**config.mk**
```make
export PLATFORM = sky130hd
export DESIGN_NAME = msi_irq_gen
export DESIGN_NICKNAME = d
export VERILOG_FILES = /design/src/rtl/msi_pkg.sv /design/src/rtl/msi_src_bank.sv /design/src/rtl/msi_rr_arb.sv /design/src/rtl/msi_csr.sv /design/src/rtl/msi_emitter.sv /design/src/rtl/msi_irq_gen.sv
export SDC_FILE = /design/constraint.sdc
export NUM_CORES = 1
export LEC_CHECK = 0
export BUFFER_PORTS_ARGS = -buffer_cell sky130_fd_sc_hd__buf_4
export CORE_ASPECT_RATIO = 0.5
export CORE_UTILIZATION = 24
export DETAILED_ROUTE_END_ITERATION = 16
export PLACE_DENSITY = 0.42
export SYNTH_ARGS = -nofsm -noshare
export SYNTH_HDL_FRONTEND = slang
export SYNTH_HIERARCHICAL = 1
export SYNTH_SLANG_ARGS = --single-unit
```
**constraint.sdc**
```tcl
create_clock -name clk -period 3.13 [get_ports clk]
set_input_delay 0.7825 -clock clk [delete_from_list [all_inputs] [get_ports clk]]
set_output_delay 0.7825 -clock clk [all_outputs]
set_load 0.01 [all_outputs]
```
**src/rtl/msi_pkg.sv**
```systemverilog
package msi_pkg;
  // Width of all log2 vector-count fields
  localparam int unsigned LOG_W = 3;

  // Register word addresses (byte address bits 11:2)
  typedef logic [9:0] word_addr_t;
  localparam word_addr_t WA_CTRL   = 10'h000;
  localparam word_addr_t WA_ADDR   = 10'h001;
  localparam word_addr_t WA_DATA   = 10'h002;
  localparam word_addr_t WA_GAP    = 10'h003;
  localparam word_addr_t WA_STATUS = 10'h010;
  localparam word_addr_t WA_ENABLE = 10'h020;
  localparam word_addr_t WA_POLAR  = 10'h030;

  typedef enum logic [1:0] {EM_IDLE, EM_SEND, EM_HOLD} em_state_t;
endpackage

```
**src/rtl/msi_src_bank.sv**
```systemverilog
module msi_src_bank #(
  parameter int NUM_SRC = 50,
  localparam int IDX_W  = $clog2(NUM_SRC)
) (
  input  logic               clk,
  input  logic               rst_n,
  input  logic [NUM_SRC-1:0] src_i,
  input  logic [NUM_SRC-1:0] polar_i,
  input  logic [NUM_SRC-1:0] w1c_i,
  input  logic               srv_clr_i,
  input  logic [IDX_W-1:0]   srv_idx_i,
  output logic [NUM_SRC-1:0] status_o
);
  logic               primed;
  logic [NUM_SRC-1:0] prev_q;

  // Sample history; first cycle after reset only primes the history
  always_ff @(posedge clk) begin
    if (!rst_n) begin
      primed <= 1'b0;
      prev_q <= '0;
    end else begin
      primed <= 1'b1;
      prev_q <= src_i;
    end
  end

  for (genvar g = 0; g < NUM_SRC; g++) begin : g_src
    logic edge_hit;
    logic served;
    logic bit_q;

    assign edge_hit = primed & (polar_i[g] ? (prev_q[g] & ~src_i[g])
                                           : (~prev_q[g] & src_i[g]));
    assign served   = srv_clr_i && (srv_idx_i == IDX_W'(g));

    // A fresh edge wins over any clear in the same cycle
    always_ff @(posedge clk) begin
      if (!rst_n) bit_q <= 1'b0;
      else        bit_q <= edge_hit | (bit_q & ~w1c_i[g] & ~served);
    end

    assign status_o[g] = bit_q;
  end
endmodule

```
**src/rtl/msi_rr_arb.sv**
```systemverilog
module msi_rr_arb #(
  parameter int NUM_SRC = 50,
  localparam int IDX_W  = $clog2(NUM_SRC)
) (
  input  logic               clk,
  input  logic               rst_n,
  input  logic [NUM_SRC-1:0] req_i,
  input  logic               adv_i,
  input  logic [IDX_W-1:0]   adv_idx_i,
  output logic               any_o,
  output logic [IDX_W-1:0]   pick_o
);
  logic [IDX_W-1:0] last_q;
  logic [IDX_W-1:0] pick_hi, pick_lo;
  logic             found_hi;

  always_ff @(posedge clk) begin
    if (!rst_n)     last_q <= IDX_W'(NUM_SRC - 1);
    else if (adv_i) last_q <= adv_idx_i;
  end

  // Descending scans leave the lowest qualifying index in each result
  always_comb begin
    pick_hi  = '0;
    pick_lo  = '0;
    found_hi = 1'b0;
    for (int i = NUM_SRC - 1; i >= 0; i--) begin
      if (req_i[i]) begin
        pick_lo = IDX_W'(i);
        if (IDX_W'(i) > last_q) begin
          pick_hi  = IDX_W'(i);
          found_hi = 1'b1;
        end
      end
    end
  end

  assign any_o  = |req_i;
  assign pick_o = found_hi ? pick_hi : pick_lo;
endmodule

```
**src/rtl/msi_csr.sv**
```systemverilog
module msi_csr
  import msi_pkg::*;
#(
  parameter int NUM_SRC  = 50,
  parameter int DELAY_W  = 16,
  parameter int MAX_LOG2 = 5
) (
  input  logic               clk,
  input  logic               rst_n,
  input  logic               boot_set_i,
  input  logic [LOG_W-1:0]   boot_log2_i,
  input  logic               mmio_we_i,
  input  logic [11:0]        mmio_addr_i,
  input  logic [31:0]        mmio_wdata_i,
  output logic [31:0]        mmio_rdata_o,
  input  logic [NUM_SRC-1:0] status_i,
  output logic               msg_on_o,
  output logic               locked_o,
  output logic [LOG_W-1:0]   req_log2_o,
  output logic [LOG_W-1:0]   eff_log2_o,
  output logic [31:0]        base_addr_o,
  output logic [31:0]        base_data_o,
  output logic [DELAY_W-1:0] gap_o,
  output logic [NUM_SRC-1:0] enable_o,
  output logic [NUM_SRC-1:0] polar_o,
  output logic [NUM_SRC-1:0] w1c_o
);
  localparam int NUM_WORDS = (NUM_SRC + 31) / 32;
  localparam int PAD_W     = NUM_WORDS * 32;
  localparam logic [LOG_W-1:0] MAX_L = LOG_W'(MAX_LOG2);

  word_addr_t         waddr;
  logic               msg_on_q, locked_q;
  logic [LOG_W-1:0]   alloc_q, req_q, boot_clamped;
  logic [31:0]        addr_q, data_q;
  logic [DELAY_W-1:0] gap_q;
  logic [NUM_SRC-1:0] en_q, pol_q;
  logic [PAD_W-1:0]   st_pad, en_pad, pol_pad;

  assign waddr        = mmio_addr_i[11:2];
  assign boot_clamped = (boot_log2_i > MAX_L) ? MAX_L : boot_log2_i;

  always_ff @(posedge clk) begin
    if (!rst_n) begin
      msg_on_q <= 1'b0;
      locked_q <= 1'b0;
      alloc_q  <= '0;
      req_q    <= MAX_L;
      addr_q   <= '0;
      data_q   <= '0;
      gap_q    <= '0;
      en_q     <= '0;
      pol_q    <= '0;
    end else begin
      if (boot_set_i && !locked_q) req_q <= boot_clamped;
      if (mmio_we_i) begin
        locked_q <= 1'b1;
        case (waddr)
          WA_CTRL: begin
            msg_on_q <= mmio_wdata_i[0];
            alloc_q  <= mmio_wdata_i[4 +: LOG_W];
          end
          WA_ADDR: addr_q <= mmio_wdata_i;
          WA_DATA: data_q <= mmio_wdata_i;
          WA_GAP:  gap_q  <= mmio_wdata_i[DELAY_W-1:0];
          default: ;
        endcase
        for (int i = 0; i < NUM_SRC; i++) begin
          if (waddr == WA_ENABLE + 10'(i / 32)) en_q[i]  <= mmio_wdata_i[i % 32];
          if (waddr == WA_POLAR + 10'(i / 32))  pol_q[i] <= mmio_wdata_i[i % 32];
        end
      end
    end
  end

  always_comb begin
    for (int i = 0; i < NUM_SRC; i++) begin
      w1c_o[i] = mmio_we_i && (waddr == WA_STATUS + 10'(i / 32)) && mmio_wdata_i[i % 32];
    end
  end

  always_comb begin
    st_pad  = '0;
    en_pad  = '0;
    pol_pad = '0;
    st_pad[NUM_SRC-1:0]  = status_i;
    en_pad[NUM_SRC-1:0]  = en_q;
    pol_pad[NUM_SRC-1:0] = pol_q;
    mmio_rdata_o = '0;
    if (waddr == WA_CTRL) begin
      mmio_rdata_o[0]            = msg_on_q;
      mmio_rdata_o[4 +: LOG_W]   = alloc_q;
      mmio_rdata_o[8 +: LOG_W]   = req_q;
    end
    if (waddr == WA_ADDR) mmio_rdata_o = addr_q;
    if (waddr == WA_DATA) mmio_rdata_o = data_q;
    if (waddr == WA_GAP)  mmio_rdata_o[DELAY_W-1:0] = gap_q;
    for (int w = 0; w < NUM_WORDS; w++) begin
      if (waddr == WA_STATUS + 10'(w)) mmio_rdata_o = st_pad[w*32 +: 32];
      if (waddr == WA_ENABLE + 10'(w)) mmio_rdata_o = en_pad[w*32 +: 32];
      if (waddr == WA_POLAR + 10'(w))  mmio_rdata_o = pol_pad[w*32 +: 32];
    end
  end

  assign msg_on_o    = msg_on_q;
  assign locked_o    = locked_q;
  assign req_log2_o  = req_q;
  assign eff_log2_o  = (alloc_q > req_q) ? req_q : alloc_q;
  assign base_addr_o = addr_q;
  assign base_data_o = data_q;
  assign gap_o       = gap_q;
  assign enable_o    = en_q;
  assign polar_o     = pol_q;
endmodule

```
**src/rtl/msi_emitter.sv**
```systemverilog
module msi_emitter
  import msi_pkg::*;
#(
  parameter int NUM_SRC = 50,
  parameter int DELAY_W = 16,
  localparam int IDX_W  = $clog2(NUM_SRC)
) (
  input  logic               clk,
  input  logic               rst_n,
  input  logic               any_i,
  input  logic [IDX_W-1:0]   pick_i,
  input  logic [31:0]        base_addr_i,
  input  logic [31:0]        base_data_i,
  input  logic [LOG_W-1:0]   eff_log2_i,
  input  logic [DELAY_W-1:0] gap_i,
  input  logic               msg_ready_i,
  output logic               msg_valid_o,
  output logic [31:0]        msg_addr_o,
  output logic [31:0]        msg_data_o,
  output logic [2:0]         msg_tc_o,
  output logic               done_o,
  output logic [IDX_W-1:0]   done_idx_o
);
  em_state_t          state_q;
  logic [DELAY_W-1:0] cnt_q;
  logic [IDX_W-1:0]   idx_q;
  logic [31:0]        addr_q, data_q;
  logic [2:0]         tc_q;
  logic [31:0]        low_mask, folded;

  assign low_mask = (32'd1 << eff_log2_i) - 32'd1;
  assign folded   = (base_data_i & ~low_mask) | (32'(pick_i) & low_mask);

  always_ff @(posedge clk) begin
    if (!rst_n) begin
      state_q <= EM_IDLE;
      cnt_q   <= '0;
      idx_q   <= '0;
      addr_q  <= '0;
      data_q  <= '0;
      tc_q    <= '0;
    end else begin
      case (state_q)
        EM_IDLE: if (any_i) begin
          idx_q   <= pick_i;
          addr_q  <= {base_addr_i[31:3], 3'b000};
          tc_q    <= base_addr_i[2:0];
          data_q  <= folded;
          state_q <= EM_SEND;
        end
        EM_SEND: if (msg_ready_i) begin
          if (gap_i == '0) begin
            state_q <= EM_IDLE;
          end else begin
            cnt_q   <= gap_i;
            state_q <= EM_HOLD;
          end
        end
        EM_HOLD: begin
          if (cnt_q <= DELAY_W'(1)) state_q <= EM_IDLE;
          else                      cnt_q   <= cnt_q - DELAY_W'(1);
        end
        default: state_q <= EM_IDLE;
      endcase
    end
  end

  assign msg_valid_o = (state_q == EM_SEND);
  assign msg_addr_o  = addr_q;
  assign msg_data_o  = data_q;
  assign msg_tc_o    = tc_q;
  assign done_o      = (state_q == EM_SEND) && msg_ready_i;
  assign done_idx_o  = idx_q;
endmodule

```
**src/rtl/msi_irq_gen.sv**
```systemverilog
module msi_irq_gen
  import msi_pkg::*;
#(
  parameter int NUM_SRC  = 50,
  parameter int DELAY_W  = 16,
  parameter int MAX_LOG2 = 5,
  parameter bit INTA_EN  = 1'b1
) (
  input  logic               clk,
  input  logic               rst_n,
  input  logic [NUM_SRC-1:0] irq_src_i,
  input  logic               boot_set_i,
  input  logic [2:0]         boot_log2_i,
  input  logic               mmio_we_i,
  input  logic [11:0]        mmio_addr_i,
  input  logic [31:0]        mmio_wdata_i,
  output logic [31:0]        mmio_rdata_o,
  output logic               msg_valid_o,
  input  logic               msg_ready_i,
  output logic [31:0]        msg_addr_o,
  output logic [31:0]        msg_data_o,
  output logic [2:0]         msg_tc_o,
  output logic               inta_o
);
  localparam int IDX_W = $clog2(NUM_SRC);

  logic               msg_on, locked;
  logic [LOG_W-1:0]   req_log2, eff_log2;
  logic [31:0]        base_addr, base_data;
  logic [DELAY_W-1:0] gap;
  logic [NUM_SRC-1:0] enable, polar, w1c, status, arb_req;
  logic               any, done;
  logic [IDX_W-1:0]   pick, done_idx;

  msi_csr #(.NUM_SRC(NUM_SRC), .DELAY_W(DELAY_W), .MAX_LOG2(MAX_LOG2)) u_csr (
    .clk(clk), .rst_n(rst_n),
    .boot_set_i(boot_set_i), .boot_log2_i(boot_log2_i),
    .mmio_we_i(mmio_we_i), .mmio_addr_i(mmio_addr_i),
    .mmio_wdata_i(mmio_wdata_i), .mmio_rdata_o(mmio_rdata_o),
    .status_i(status), .msg_on_o(msg_on), .locked_o(locked),
    .req_log2_o(req_log2), .eff_log2_o(eff_log2),
    .base_addr_o(base_addr), .base_data_o(base_data), .gap_o(gap),
    .enable_o(enable), .polar_o(polar), .w1c_o(w1c)
  );

  msi_src_bank #(.NUM_SRC(NUM_SRC)) u_bank (
    .clk(clk), .rst_n(rst_n), .src_i(irq_src_i), .polar_i(polar),
    .w1c_i(w1c), .srv_clr_i(done), .srv_idx_i(done_idx), .status_o(status)
  );

  assign arb_req = status & enable & {NUM_SRC{msg_on}};

  msi_rr_arb #(.NUM_SRC(NUM_SRC)) u_arb (
    .clk(clk), .rst_n(rst_n), .req_i(arb_req),
    .adv_i(done), .adv_idx_i(done_idx), .any_o(any), .pick_o(pick)
  );

  msi_emitter #(.NUM_SRC(NUM_SRC), .DELAY_W(DELAY_W)) u_emit (
    .clk(clk), .rst_n(rst_n), .any_i(any), .pick_i(pick),
    .base_addr_i(base_addr), .base_data_i(base_data),
    .eff_log2_i(eff_log2), .gap_i(gap), .msg_ready_i(msg_ready_i),
    .msg_valid_o(msg_valid_o), .msg_addr_o(msg_addr_o),
    .msg_data_o(msg_data_o), .msg_tc_o(msg_tc_o),
    .done_o(done), .done_idx_o(done_idx)
  );

  if (INTA_EN) begin : g_inta
    assign inta_o = !msg_on && |(status & enable);
  end else begin : g_no_inta
    assign inta_o = 1'b0;
  end
endmodule

```
After elaboration in Yosys (flattened, before gate mapping)
Index checks and enable logic that the tools add are counted.

RAM bits: 0. Bits in read-only memories: 0. Bits in latches: 0. Logic and storage cells: 1147. Memories: 0. Input bits: 102. Output and inout bits: 101. Bits in registers: 383.

$add $sub $neg: 2. Muxes and demuxes: 325. Order comparisons: 53. Bitwise logic cells: 506. Shift-type cells: 1. Reductions and logical operators: 125. Eq/ne operators: 65. Multipliers: 0. Divide/modulo/power cells: 0.

Operators with widths (number): $mux W6 (151); $mux W32 (8); $and A1 B1 Y1 (250); $not A1 Y1 (200); $mux W1 (152); $eq A6 B6 Y1 const B (18); $gt A6 B6 Y1 const A (18); $logic_and A1 B1 Y1 (105); $and A50 B50 Y50 (2); $reduce_or A50 Y1 (2); $eq A6 B5 Y1 const B (16); $gt A5 B6 Y1 const A (16); $mux W16 (4); $or A1 B1 Y1 (50); $eq A6 B4 Y1 const B (8); $gt A4 B6 Y1 const A (8); $eq A10 B6 Y1 const B (4); $and A32 B32 Y32 (1); $and A6 B32 Y32 (1); $not A32 Y32 (1); $or A32 B32 Y32 (1); $pmux W16 S2 (1); $shl A1 B3 Y32 const A (1); $sub A32 B1 Y32 const B (1); 29 further kinds (58).

Longest topological paths before layout
Depth after elaboration: 104. Mapped depth: 17. Mapped depth without buffers: 15.

By module
The synthesis kept the hierarchy.

By module, submodules not included: msi_csr (cells an instance 1285, instances 1, sequential area each 3763.6 um^2, area each 9870.7 um^2); msi_src_bank (cells an instance 546, instances 1, sequential area each 2021.9 um^2, area each 4777.1 um^2); msi_emitter (cells an instance 480, instances 1, sequential area each 1761.7 um^2, area each 3890.0 um^2); msi_rr_arb (cells an instance 415, instances 1, sequential area each 120.1 um^2, area each 2633.8 um^2); msi_irq_gen (cells an instance 92, instances 1, sequential area each 0.0 um^2, area each 593.1 um^2).

Worst setup path before layout
Ideal clock, no wire load.

Path kind: in2out. Start: in mmio_addr_i[11]. End: out mmio_rdata_o[15]. Cell stages on the path: 6. Arrival: 2.396 ns. Path slack: -0.049 ns. Buffers on the path: 2. Required time: 2.348 ns. Path through: or4_1 buf_2 or2_1 buf_6 o32a_1 o22ai_1.

Longest elaborated chain between the ends: 10. Elaborated cells between the ends (all ways): 18. Those cells by class: 9 x eq/ne; 9 x mux.

RTL lines: start, declared (line msi_irq_gen.sv:15) `input logic [11:0] mmio_addr_i,`; $eq A10 B1 Y1 (line msi_csr.sv:95) `if (waddr == WA_ADDR) mmio_rdata_o = addr_q;`; $mux W32 (line msi_csr.sv:95); $mux W32 (line msi_csr.sv:96) `if (waddr == WA_DATA) mmio_rdata_o = data_q;`; $mux W16 (line msi_csr.sv:97) `if (waddr == WA_GAP) mmio_rdata_o[DELAY_W-1:0] = gap_q;`; $mux W32 (line msi_csr.sv:99) `if (waddr == WA_STATUS + 10'(w)) mmio_rdata_o = st_pad[w*32 +: 32];`; $mux W32 (line msi_csr.sv:100) `if (waddr == WA_ENABLE + 10'(w)) mmio_rdata_o = en_pad[w*32 +: 32];`; $mux W32 (line msi_csr.sv:101) `if (waddr == WA_POLAR + 10'(w)) mmio_rdata_o = pol_pad[w*32 +: 32];`; $mux W32 (line msi_csr.sv:99); $mux W32 (line msi_csr.sv:100); $mux W32 * (line msi_csr.sv:101); end, declared (line msi_irq_gen.sv:17) `output logic [31:0] mmio_rdata_o,`.

Mark *: on every way between the ends. The rest lies on a longest branch, timed or not.

Worst setup path in the final report
Start: in mmio_addr_i[11]. End: out mmio_rdata_o[2].

Same word-level chain as after synthesis.

==> impl.org <==
** Outcome
- Outcome :: complete, but fails checks
- The final reports fail on setup timing.

** Yosys
- After synthesis the cells add up to 21800 µm².
- After synthesis, the share of flip-flops with an asynchronous set or reset is 0%.
- Dominant synthesized flop cell :: sky130_fd_sc_hd__dfxtp_1
- Number of enable-type register cells in the synthesized netlist :: 0
- Number of register bits inferred by synthesis :: 383
- A synthesized cell averages 7.72 µm².
- After synthesis, flip-flops and latches occupy 35.2% of the total area.
- Syn. warnings :: 6
- Most frequent cell after synthesis :: sky130_fd_sc_hd__nand2_1
- The commonest cells after synthesis are sky130_fd_sc_hd__nand2_1, sky130_fd_sc_hd__dfxtp_1, sky130_fd_sc_hd__a21oi_1.
- Top post-synthesis cells by area :: sky130_fd_sc_hd__dfxtp_1, sky130_fd_sc_hd__nand2_1, sky130_fd_sc_hd__a21boi_1, sky130_fd_sc_hd__a21oi_1, sky130_fd_sc_hd__and2_1
- Synthesis produced a netlist whose cell count is 2818.
- Top cell type by total area after synthesis :: sky130_fd_sc_hd__dfxtp_1
- Top cell type's share of synthesized area :: 35.2%
- After synthesis, the netlist uses 106 different library cells.

** Cells and area
- Cells with a size suffix above 1 make up 26.2% of the layout.
- Multi-input combinational cell area :: 13200 µm²
- Post-layout instance count excluding filler cells :: 4400
- Storage cell area :: 7670 µm²
- The filler cells instantiated in the layout total 9527.
- At the end of the flow the core is filled with cells to 32.3%.
- Final design area excluding fillers :: 28700 µm²
- Area Overhead vs Synth :: 32.1%
- Number of nets in the layout :: 3287

** Routing
- Via-per-instance ratio :: 5.32
- After detailed routing, the total wire length is 118 mm.
- The detailed router placed 23400 vias in this run.
- For this run, design rule violations remaining after detail routing come to 0.
- Dividing the detail-routed wire length by the instance count gives 26.8 µm.
- The pre-antenna-repair detailed-routing pass consisted of 6 iterations.
- In this run the remaining antenna-violating nets after routing total 0.
- After the first detailed-routing iteration, the DRC count stood at 2877.

** STA
- Final-report max-slew violation count :: 0
- The worst path uses 110% of the clock period.
- PnR worst setup slack :: -0.302 ns
- On the final layout, the worst clock skew is 0.0423 ns.
- Measured against its own limit, the worst slew margin works out to 22.5%.
- Worst Hold Slack :: 0.374 ns
- Finish-stage setup viols :: 33
- Max frequency :: 0.291 GHz
- Clock period minus final worst setup slack :: 3.43 ns
- Slew @ Worst Pin :: 1.16 ns
- Hold Vio Cnt, Final :: 0
- Setup repair after global routing could not meet its margin everywhere.

** Critical path
- STA classifies the critical path startpoint as an input pin.
- The cell family contributing the most delay on the critical path is simple AND/OR/NAND/NOR gates.
- Critical path start-end classification :: in2out
- Among all stages on the critical path, the largest delay is contributed by sky130_fd_sc_hd__or4_4.
- Worst setup slack for register-to-register paths :: 0.07 ns
- Most prevalent standard cell on the critical path :: sky130_fd_sc_hd__buf_6
- Depth of the worst register-to-register path :: 12
- The worst setup path is captured at an output pin.
- CP arrival :: 2.65 ns
- Capture instance of the worst register-to-register path :: u_emit/msg_data_o[1]$_SDFFE_PN0P_
- The critical path goes through buf_6, or4_4, buf_8, buf_6, nor2_8, and3_4, buf_6, nand2_2, a32oi_2, buf_4.
- CP peak stage delay :: 0.55 ns
- The critical path contains buffers and inverters numbering 5 combined.
- Launch instance of the worst register-to-register path :: u_csr/msg_on_o$_SDFFE_PN0P_
- Required arrival time at the worst endpoint :: 2.35 ns
- Of all nets on the critical path, the largest fanout is 6.

** GRT
- The first global-routing pass estimated 164 mm of wire.
- Antenna violations before repair :: 10
- The number of global-route vias before repair came to 21400.
- Global routing finished with a remaining overflow of 0.
- GRT Util Overall :: 24.7%
- Pin count of the biggest net entering global routing :: 134

** Floorplan
- Core box area :: 89000 µm²
- IO Count :: 203
- For this configuration, the core starts out at a cell density of 24.4%.
- Measured along the x axis, the die boundary spans 428 µm.
- Measured along the y axis, the die boundary spans 215 µm.
- Row generation in the floorplan step produced 77 rows.
- The die covers 92000 µm².

** Power
- VDD sags by at most 328 µV.
- Power per Cell Area :: 390 nW/µm²
- Leakage power total :: 10.7 nW

** Job
- Max-Cap Viols :: 0

** Clocking
- After clock tree synthesis, the clock-pin slew on the worst setup and hold paths is 0.07 ns.
- CTS Buf Count :: 42
- The clock reaches the later pin of the worst-skew pair after 0.63 ns.
- The tree built by TritonCTS fans out to 383 sinks.
- CTS tree :: yes
- Buffer cell driving the clock tree root :: sky130_fd_sc_hd__clkbuf_16
- Maximum level of the CTS H-tree :: 2
- The clock passes through at most 3 buffers.

** Worst hold path
- Hold depth :: 2
- The startpoint identified for the worst hold timing path is irq_src_i[38].
- The tightest min-delay check is of the in2reg type.
- End point of the most critical hold path :: u_bank/prev_q[38]$_SDFF_PN0_

** Place
- Routability congestion estimate :: 1.01
- Once placement completed, the tool counted placed cells totaling 4307.
- Placed wire-length estimate :: 90.6 mm
- Dpl cell area :: 26500 µm²
- During placement, the flow inserted port buffers numbering 197.
sequential cells by signal (all words and copies together), names as in the netlist:
| register | flops |
|---|---|
| u_bank/g_src.bit_q | 50 |
| u_bank/prev_q | 50 |
| u_csr/enable_o | 50 |
| u_csr/polar_o | 50 |
| u_csr/base_addr_o | 32 |
| u_csr/base_data_o | 32 |
| u_emit/msg_data_o | 32 |
| u_emit/msg_addr_o | 29 |
| u_csr/gap_o | 16 |
| u_emit/cnt_q | 16 |
| u_arb/last_q | 6 |
| u_emit/done_idx_o | 6 |
| u_csr/alloc_q | 3 |
| u_csr/req_log2_o | 3 |
| u_emit/msg_tc_o | 3 |
| u_emit/state_q | 2 |
| u_bank/primed | 1 |
| u_csr/locked_o | 1 |
| u_csr/msg_on_o | 1 |
worst reg2reg max path, cell delays in order (launching register included):
cell and delay [ns]:
sky130_fd_sc_hd__dfxtp_1 0.32, sky130_fd_sc_hd__buf_12 0.17, sky130_fd_sc_hd__and3_1 0.30, sky130_fd_sc_hd__nor2_1 0.20, sky130_fd_sc_hd__a31oi_1 0.10, sky130_fd_sc_hd__o21ai_1 0.21, sky130_fd_sc_hd__or3b_4 0.44, sky130_fd_sc_hd__nor4_4 0.35
sky130_fd_sc_hd__nand2_1 0.14, sky130_fd_sc_hd__o32ai_2 0.31, sky130_fd_sc_hd__buf_4 0.17, sky130_fd_sc_hd__mux2i_2 0.08, sky130_fd_sc_hd__a211oi_1 0.20
cell type report:
| cell class | instances | area share (%) |
|---|---|---|
| antenna | 4 | 0.0348 |
| clock inverter | 18 | 0.601 |
| sequential | 383 | 26.7 |
| timing repair buffer | 584 | 17.0 |
| tap | 1185 | 5.16 |
| clock buffer | 59 | 4.20 |
| multi-input combinational | 2124 | 45.8 |
| inverter | 43 | 0.574 |
power breakdown:
| group | total, W | internal [W] | switching (W) |
|---|---|---|---|
| logic | 0.000998 | 0.000393 | 0.000604 |
| clock network | 0.00517 | 0.00281 | 0.00235 |
| registers | 0.00505 | 0.00496 | 0.0000913 |
| total | 0.0112 | 0.00817 | 0.00305 |
metal layers:
layer / GRT usage (%) / routed length (µm)
met5: 0 / 0
met4: 4.34 / 1900
met2: 35.5 / 48500
met1: 37.8 / 57800
met3: 4.55 / 9850
placed cells by master (no fill, tap or decap), drive strengths merged, types with 8 or more instances in the layout:
| cell type | n |
|---|---|
| or4 | 11 |
| o221ai | 13 |
| a31oi | 18 |
| nor2b | 76 |
| and3 | 67 |
| or3 | 10 |
| nor3b | 56 |
| a211oi | 20 |
| buf | 582 |
| o2bb2ai | 9 |
| mux2 | 12 |
| a21oi | 193 |
| nand3 | 39 |
| a22oi | 89 |
| o32ai | 53 |
| dfxtp | 383 |
| nand3b | 10 |
| nor2 | 147 |
| a21boi | 184 |
| nand2 | 592 |
| inv | 43 |
| o22ai | 31 |
| clkbuf | 61 |
| o31ai | 11 |
| nand2b | 26 |
| nand4 | 14 |
| mux2i | 21 |
| o21ai | 74 |
| nor3 | 34 |
| clkinv | 12 |
| o211ai | 24 |
| nor4 | 33 |
| a21o | 16 |
| o22a | 8 |
| and2 | 106 |
logic make-up (layout without fill, tap and decap cells):
family	after synthesis	in the layout	synth area share, %
simple gates	1252	1252	28.7
compound gates	827	827	26.5
other cells	1	7	0.0172
mux	33	33	1.59
flops	383	383	35.2
fa+ha+maj	7	7	0.402
buf+inv	313	704	7.44
xor+xnor	2	2	0.0805
worst max-delay path by stage:
stage / startpoint / endpoint / slack (ns) / cells past startpoint
6_report: mmio_addr_i[11] / mmio_rdata_o[2] / -0.30 / 10
5_1_grt: mmio_addr_i[11] / mmio_rdata_o[2] / -0.33 / 10
4_1_cts: mmio_addr_i[4] / mmio_rdata_o[2] / -0.31 / 10
3_5_place_dp: mmio_addr_i[11] / mmio_rdata_o[0] / -0.47 / 7
3_3_place_gp: mmio_addr_i[11] / mmio_rdata_o[0] / -0.48 / 7
2_1_floorplan: mmio_addr_i[11] / mmio_rdata_o[15] / -0.02 / 6
stage by stage:
step	setup slack [ns]	TNS [ns]	power [W]
CTS	-0.307	-7.63	0.0113
global placement	-0.483	-13.42	0.00610
global route	-0.326	-8.56	0.0115
floorplan	-0.0182	-0.0182	0.00557
detailed placement	-0.470	-13.33	0.00610
finish	-0.302	-7.32	0.0112
repair_timing:
item / 4_1_cts / 5_1_grt
endpoints found under the hold margin: 0 / 0
cloned: 0 / 1
setup endpoints to repair: 39 / 101
resized for setup: 94 / 80
buffers inserted: 5 / 10
hold buffers: 0 / 0
pin swaps: 32 / 39
(Power assumes the default switching activity.)
